<file path="config.mk">
export PLATFORM = sky130hd
export DESIGN_NAME = coh_state_decoder
export DESIGN_NICKNAME = d
export VERILOG_FILES = /design/src/rtl/coh_dec_pkg.sv /design/src/rtl/coh_stable_lut.sv /design/src/rtl/coh_state_select.sv /design/src/rtl/coh_cmd_decode.sv /design/src/rtl/coh_state_decoder.sv
export SDC_FILE = /design/constraint.sdc
export NUM_CORES = 1
export LEC_CHECK = 0
export BUFFER_PORTS_ARGS = -buffer_cell sky130_fd_sc_hd__clkbuf_2
export CORE_ASPECT_RATIO = 2
export CORE_MARGIN = 8
export CORE_UTILIZATION = 35
export DETAILED_ROUTE_END_ITERATION = 8
export GPL_ROUTABILITY_DRIVEN = 0
export PLACE_DENSITY_LB_ADDON = 0.15
export SETUP_SLACK_MARGIN = 0.5
export SLEW_MARGIN = 15
export SYNTH_ARGS = -nofsm -noshare
export SYNTH_HDL_FRONTEND = slang
export SYNTH_SLANG_ARGS = --single-unit
</file>
<file path="constraint.sdc">
create_clock -name clk -period 0.95 [get_ports clk]
set_input_delay 0.19 -clock clk [delete_from_list [all_inputs] [get_ports clk]]
set_output_delay 0.19 -clock clk [all_outputs]
set_load 0.03 [all_outputs]
</file>
<file path="src/rtl/coh_dec_pkg.sv">
package coh_dec_pkg;
   localparam int STATE_W    = 3;
   localparam int NUM_STATES = 1 << STATE_W;

   typedef enum logic [STATE_W-1:0] {
      ST_N          = 3'd0,
      ST_I          = 3'd1,
      ST_S          = 3'd2,
      ST_M          = 3'd3,
      ST_SHARE_WAIT = 3'd4,
      ST_OWN_WAIT   = 3'd5,
      ST_EVICT_WAIT = 3'd6,
      ST_FILL_WAIT  = 3'd7
   } coh_state_e;

   // bit k set: state code k is stable
   localparam logic [NUM_STATES-1:0] DEFAULT_STABLE_MASK = 8'b0000_1111;

   typedef struct packed {
      logic tshr_alloc;
      logic tshr_release;
      logic tshr_modify;
      logic cache_alloc;
      logic cache_dealloc;
      logic cache_update;
      logic repl_enq;
   } wr_cmd_t;
endpackage

</file>
<file path="src/rtl/coh_stable_lut.sv">
module coh_stable_lut
   import coh_dec_pkg::*;
#(
   parameter logic [NUM_STATES-1:0] STABLE_MASK = DEFAULT_STABLE_MASK
) (
   input  logic [STATE_W-1:0] code,
   output logic               stable
);
   logic [NUM_STATES-1:0] table_q;

   genvar k;
   generate
      for (k = 0; k < NUM_STATES; k++) begin : g_entry
         assign table_q[k] = STABLE_MASK[k];
      end
   endgenerate

   assign stable = table_q[code];
endmodule

</file>
<file path="src/rtl/coh_state_select.sv">
module coh_state_select
   import coh_dec_pkg::*;
#(
   parameter int OWNER_W  = 4,
   parameter int SHARER_W = 8
) (
   input  logic                cache_hit,
   input  logic                tshr_hit,
   input  logic                is_repl,
   input  logic [STATE_W-1:0]  cache_state,
   input  logic [OWNER_W-1:0]  cache_owner,
   input  logic [SHARER_W-1:0] cache_sharers,
   input  logic [STATE_W-1:0]  tshr_state,
   input  logic [OWNER_W-1:0]  tshr_owner,
   input  logic [SHARER_W-1:0] tshr_sharers,
   input  logic [STATE_W-1:0]  msg_state,
   input  logic [OWNER_W-1:0]  msg_owner,
   input  logic [SHARER_W-1:0] msg_sharers,
   output logic [STATE_W-1:0]  pick_state,
   output logic [OWNER_W-1:0]  pick_owner,
   output logic [SHARER_W-1:0] pick_sharers
);
   always_comb begin
      if (cache_hit) begin
         pick_state   = cache_state;
         pick_owner   = cache_owner;
         pick_sharers = cache_sharers;
      end else if (tshr_hit) begin
         pick_state   = tshr_state;
         pick_owner   = tshr_owner;
         pick_sharers = tshr_sharers;
      end else if (is_repl) begin
         pick_state   = msg_state;
         pick_owner   = msg_owner;
         pick_sharers = msg_sharers;
      end else begin
         pick_state   = ST_N;
         pick_owner   = '0;
         pick_sharers = '0;
      end
   end
endmodule

</file>
<file path="src/rtl/coh_cmd_decode.sv">
module coh_cmd_decode
   import coh_dec_pkg::*;
(
   input  logic    valid,
   input  logic    cur_stable,
   input  logic    nxt_stable,
   input  logic    hit,
   input  logic    way_valid,
   input  logic    info_en,
   input  logic    store_data,
   input  logic    inval_way,
   output wr_cmd_t cmd
);
   logic wr_req;
   logic t_alloc, t_release, t_modify;
   logic c_update, c_alloc;

   assign wr_req    = info_en | store_data;

   // transaction table side: follows stable <-> transient crossings
   assign t_alloc   = valid &  cur_stable & ~nxt_stable;
   assign t_release = valid & ~cur_stable &  nxt_stable;
   assign t_modify  = valid & ~cur_stable & ~nxt_stable & info_en;

   // array side: mirror of the table side
   assign c_update  = valid & cur_stable & nxt_stable & hit & wr_req;
   assign c_alloc   = valid & nxt_stable & wr_req
                    & ~(t_release & inval_way) & ~c_update;

   always_comb begin
      cmd               = '0;
      cmd.tshr_alloc    = t_alloc;
      cmd.tshr_release  = t_release;
      cmd.tshr_modify   = t_modify;
      cmd.cache_update  = c_update;
      cmd.cache_alloc   = c_alloc;
      cmd.cache_dealloc = t_alloc & hit;
      // victim overwritten in place; old line goes to the queue
      cmd.repl_enq      = c_alloc & ~hit & way_valid;
   end
endmodule

</file>
<file path="src/rtl/coh_state_decoder.sv">
module coh_state_decoder
   import coh_dec_pkg::*;
#(
   parameter int                    OWNER_W     = 4,
   parameter int                    SHARER_W    = 8,
   parameter bit                    REG_OUT     = 1'b1,
   parameter logic [NUM_STATES-1:0] STABLE_MASK = DEFAULT_STABLE_MASK
) (
   input  logic                clk,
   input  logic                rst,
   input  logic                msg_valid,
   input  logic                cache_hit,
   input  logic                way_valid,
   input  logic                tshr_hit,
   input  logic                is_repl,
   input  logic [2:0]          cache_state,
   input  logic [OWNER_W-1:0]  cache_owner,
   input  logic [SHARER_W-1:0] cache_sharers,
   input  logic [2:0]          tshr_state,
   input  logic [OWNER_W-1:0]  tshr_owner,
   input  logic [SHARER_W-1:0] tshr_sharers,
   input  logic [2:0]          msg_state,
   input  logic [OWNER_W-1:0]  msg_owner,
   input  logic [SHARER_W-1:0] msg_sharers,
   input  logic [2:0]          next_state,
   input  logic                info_en,
   input  logic                store_data,
   input  logic                inval_way,
   output logic [2:0]          sel_state,
   output logic [OWNER_W-1:0]  sel_owner,
   output logic [SHARER_W-1:0] sel_sharers,
   output logic                tshr_alloc,
   output logic                tshr_release,
   output logic                tshr_modify,
   output logic                cache_alloc,
   output logic                cache_dealloc,
   output logic                cache_update,
   output logic                repl_enq
);
   localparam int SEL_W = STATE_W + OWNER_W + SHARER_W;

   generate
      if (OWNER_W < 1) begin : g_bad_owner
         $error("OWNER_W must be at least 1");
      end
      if (SHARER_W < 1) begin : g_bad_sharer
         $error("SHARER_W must be at least 1");
      end
      if (STABLE_MASK[0] != 1'b1) begin : g_bad_n
         $error("state N must be stable");
      end
      if (&STABLE_MASK) begin : g_bad_mask
         $error("at least one transient state is required");
      end
   endgenerate

   logic [STATE_W-1:0]  pick_state;
   logic [OWNER_W-1:0]  pick_owner;
   logic [SHARER_W-1:0] pick_sharers;
   logic                cur_stable, nxt_stable;
   wr_cmd_t             cmd_d;

   coh_state_select #(.OWNER_W(OWNER_W), .SHARER_W(SHARER_W)) u_sel (
      .cache_hit     (cache_hit),
      .tshr_hit      (tshr_hit),
      .is_repl       (is_repl),
      .cache_state   (cache_state),
      .cache_owner   (cache_owner),
      .cache_sharers (cache_sharers),
      .tshr_state    (tshr_state),
      .tshr_owner    (tshr_owner),
      .tshr_sharers  (tshr_sharers),
      .msg_state     (msg_state),
      .msg_owner     (msg_owner),
      .msg_sharers   (msg_sharers),
      .pick_state    (pick_state),
      .pick_owner    (pick_owner),
      .pick_sharers  (pick_sharers)
   );

   coh_stable_lut #(.STABLE_MASK(STABLE_MASK)) u_cur_lut (
      .code   (pick_state),
      .stable (cur_stable)
   );

   coh_stable_lut #(.STABLE_MASK(STABLE_MASK)) u_nxt_lut (
      .code   (next_state),
      .stable (nxt_stable)
   );

   coh_cmd_decode u_dec (
      .valid      (msg_valid),
      .cur_stable (cur_stable),
      .nxt_stable (nxt_stable),
      .hit        (cache_hit),
      .way_valid  (way_valid),
      .info_en    (info_en),
      .store_data (store_data),
      .inval_way  (inval_way),
      .cmd        (cmd_d)
   );

   logic [SEL_W-1:0] sel_d, sel_q;
   wr_cmd_t          cmd_q;

   assign sel_d = {pick_state, pick_owner, pick_sharers};

   generate
      if (REG_OUT) begin : g_reg
         always_ff @(posedge clk) begin
            if (rst) begin
               sel_q <= '0;
               cmd_q <= '0;
            end else begin
               sel_q <= sel_d;
               cmd_q <= cmd_d;
            end
         end
      end else begin : g_comb
         assign sel_q = sel_d;
         assign cmd_q = cmd_d;
      end
   endgenerate

   assign {sel_state, sel_owner, sel_sharers} = sel_q;
   assign tshr_alloc    = cmd_q.tshr_alloc;
   assign tshr_release  = cmd_q.tshr_release;
   assign tshr_modify   = cmd_q.tshr_modify;
   assign cache_alloc   = cmd_q.cache_alloc;
   assign cache_dealloc = cmd_q.cache_dealloc;
   assign cache_update  = cmd_q.cache_update;
   assign repl_enq      = cmd_q.repl_enq;
endmodule

</file>
==> results.md <==
- Hold Crit Start: way_valid
- Clock share of power: 0.244
- Fin Setup TNS: 0 ns
- Final Max Slew Viols: 0
- Setup Viol. Count Final: 0
- Hold path endpoint: repl_enq
- Post-Syn Area: 0.00106 sq mm
- Antenna violations before repair: 0
- Top-area cell type share of the netlist area: 0.415
- Global-route wire length before repair: 5690 um
- I/O Pins: 80
- CP Capture Type: output port
- WHS: 0.182 ns
- Ant diodes: 0
- Syn_nets: 149
- Hold_buf cts: 0
- Critical Path, Cell by Cell: buf_8
- Max cap viols: 0
- Final-report hold violation count: 0
- Worst hold stages: 2
- Post-route DRC: 0
- Vias in the first global route: 1274
- Total power: 2.40 mW
- Critical Path Fanout Max: 1
- Worst-margin pin slew: 0.233 ns
- Worst hold path class: in -> reg
- Crit Path Class: reg -> out
- Chip width: 54.9 um
- Net switching power: 0.712 mW
- CTS buffer count: 3
- Dpl hpwl: 2770 um
- DR vias: 1061
- Area grow syn2layout: 109%
- Total grt overflow: 0
- DRT Pass-1 Iters: 3
- Crit path max-delay family: flip-flops
- Largest net degree at the start of global routing: 16
- Clock Sinks: 22
- Wire per inst: 17.5 um
- Final wirelength: 3680 um
- Leading area contributor after synthesis: dfxtp_1
- Required time worst endpoint: 0.76 ns
- Syn_area_per_cell: 11.7 sq um
- Synth warnings: 0
- Max Freq: 1080 MHz
- CTS tree: done
- Top post-synthesis cells by area: dfxtp_1 42%, a221oi_2 14%, nor2b_1 9.4%
- Commonest non-fill, non-tap cells in the layout: 50 x clkbuf_2, 23 x buf_8, 22 x dfxtp_4, 15 x nor2b_1
- Die H: 93.9 um
- Initial core utilization: 0.361
- Reg clk slew, reported paths: 0.08 ns
- Slowest stage cell on the critical path: dfxtp_4
- P_leak: 0.958 nW
- Post-synthesis register bit count: 22
- Layout cells sized above 1: 0.850
- Distinct cell type count after synthesis: 25
- Peak supply drop: 1.06 mV
- Clk root buf: clkbuf_8
- Gr usage total: 0.141
- Max Buffers Root-to-Sink: 2
- RSZ-0062 raised after global routing: true
- Post-DRT Antenna Nets: 0
- Pwr Density: 1080 mW/mm^2
- Mapped Cells: 91
- Status: completed
- Buf+Inv Stages, Crit Path: 1
- Final Critical Period: 0.927 ns
- Reg power frac: 0.409
- I/O Buffers: 77
- Crit path largest cell delay: 0.35 ns
- Most common cell after layout, fill and taps aside: clkbuf_2
- WP data arrival: 0.74 ns
- Switch share: 0.296
- Nets: 239
- Row count: 28
- Core area: 0.00294 sq mm
- Sequential share of the synthesized area: 0.415
- Die Outline Area: 0.00516 sq mm
- Max-slew headroom: 0.845
- CTS H-tree depth: 1
- P_int: 1.69 mW
- Comb pwr share: 0.348
- Part of the cycle the worst path needs: 0.975
- Vias/cell: 5.05
- Crit start category: register
- 1st-iter DRT viols: 4
## cell type report
cell class,count,area [sq um]
timing repair buffer,93,868
clock buffer,3,41.3
inverter,1,3.75
sequential,22,523
multi-input combinational,60,744
tap,30,37.5
fill,216,721
clock inverter,1,3.75
## repair_timing
action	4_1_cts	5_1_grt
hold endpoints to repair	0	0
buffers inserted	2	3
gates cloned	2	0
pin swaps	10	6
gates resized for setup	67	40
endpoints found under the setup margin	44	43
## cells by family after synthesis
kind of cell,share of synthesized area
compound gates,0.203
buf+inv,0.0766
flops,0.415
simple gates,0.305
## worst max-delay path by stage
stage / from / to / cells past startpoint
6_report: sel_q[8] / sel_owner[0] / 1
5_1_grt: sel_q[8] / sel_owner[0] / 1
4_1_cts: sel_q[0] / sel_sharers[0] / 1
3_5_place_dp: tshr_hit / sel_q[0] / 4
3_3_place_gp: tshr_hit / sel_q[13] / 4
2_1_floorplan: tshr_hit / sel_q[0] / 4
## state kept, by name, summed over array words and instances, names as in the netlist
register	flops
sel_q	15
cache_alloc	1
cache_dealloc	1
cache_update	1
repl_enq	1
tshr_alloc	1
tshr_modify	1
tshr_release	1
## Yosys cell counts, drive strengths merged
library cell / instances
a21boi: 1
a21oi: 2
a221oi: 14
and2: 1
and3: 1
buf: 6
clkbuf: 2
dfxtp: 22
inv: 1
nand2b: 1
nand3b: 2
nor2: 3
nor2b: 17
nor3: 15
nor3b: 1
nor4b: 1
o21ai: 1
## power groups by stage
stage | Combinational [mW] | Clock (mW) | Sequential [mW]
floorplan | 0.230 | 0 | 1.09
global placement | 0.545 | 0 | 0.982
detailed placement | 0.558 | 0 | 0.984
CTS | 0.739 | 0.612 | 0.970
global route | 0.888 | 0.644 | 0.988
finish | 0.835 | 0.586 | 0.982
## stage by stage
stage | instance area, sq um | worst slack [ns] | utilization | std cells
after floorplan | 1190 | 0.0448 | - | 91
after global placement | 1600 | -0.0730 | 0.544 | 199
after detailed placement | 1600 | -0.107 | 0.544 | 199
after CTS | 2040 | -0.00380 | 0.694 | 207
after global routing | 2220 | 0.000804 | 0.755 | 210
final | 2220 | 0.0234 | 0.755 | 210
## per-layer routing
layer	vias up	track usage	share of wire
met3	4	0.0413	0.10
met1	497	0.137	0.32
met2	48	0.268	0.57
met5	-	0	0
met4	0	0.0302	0.0087
li1	512	-	-
(Power assumes the default switching activity.)
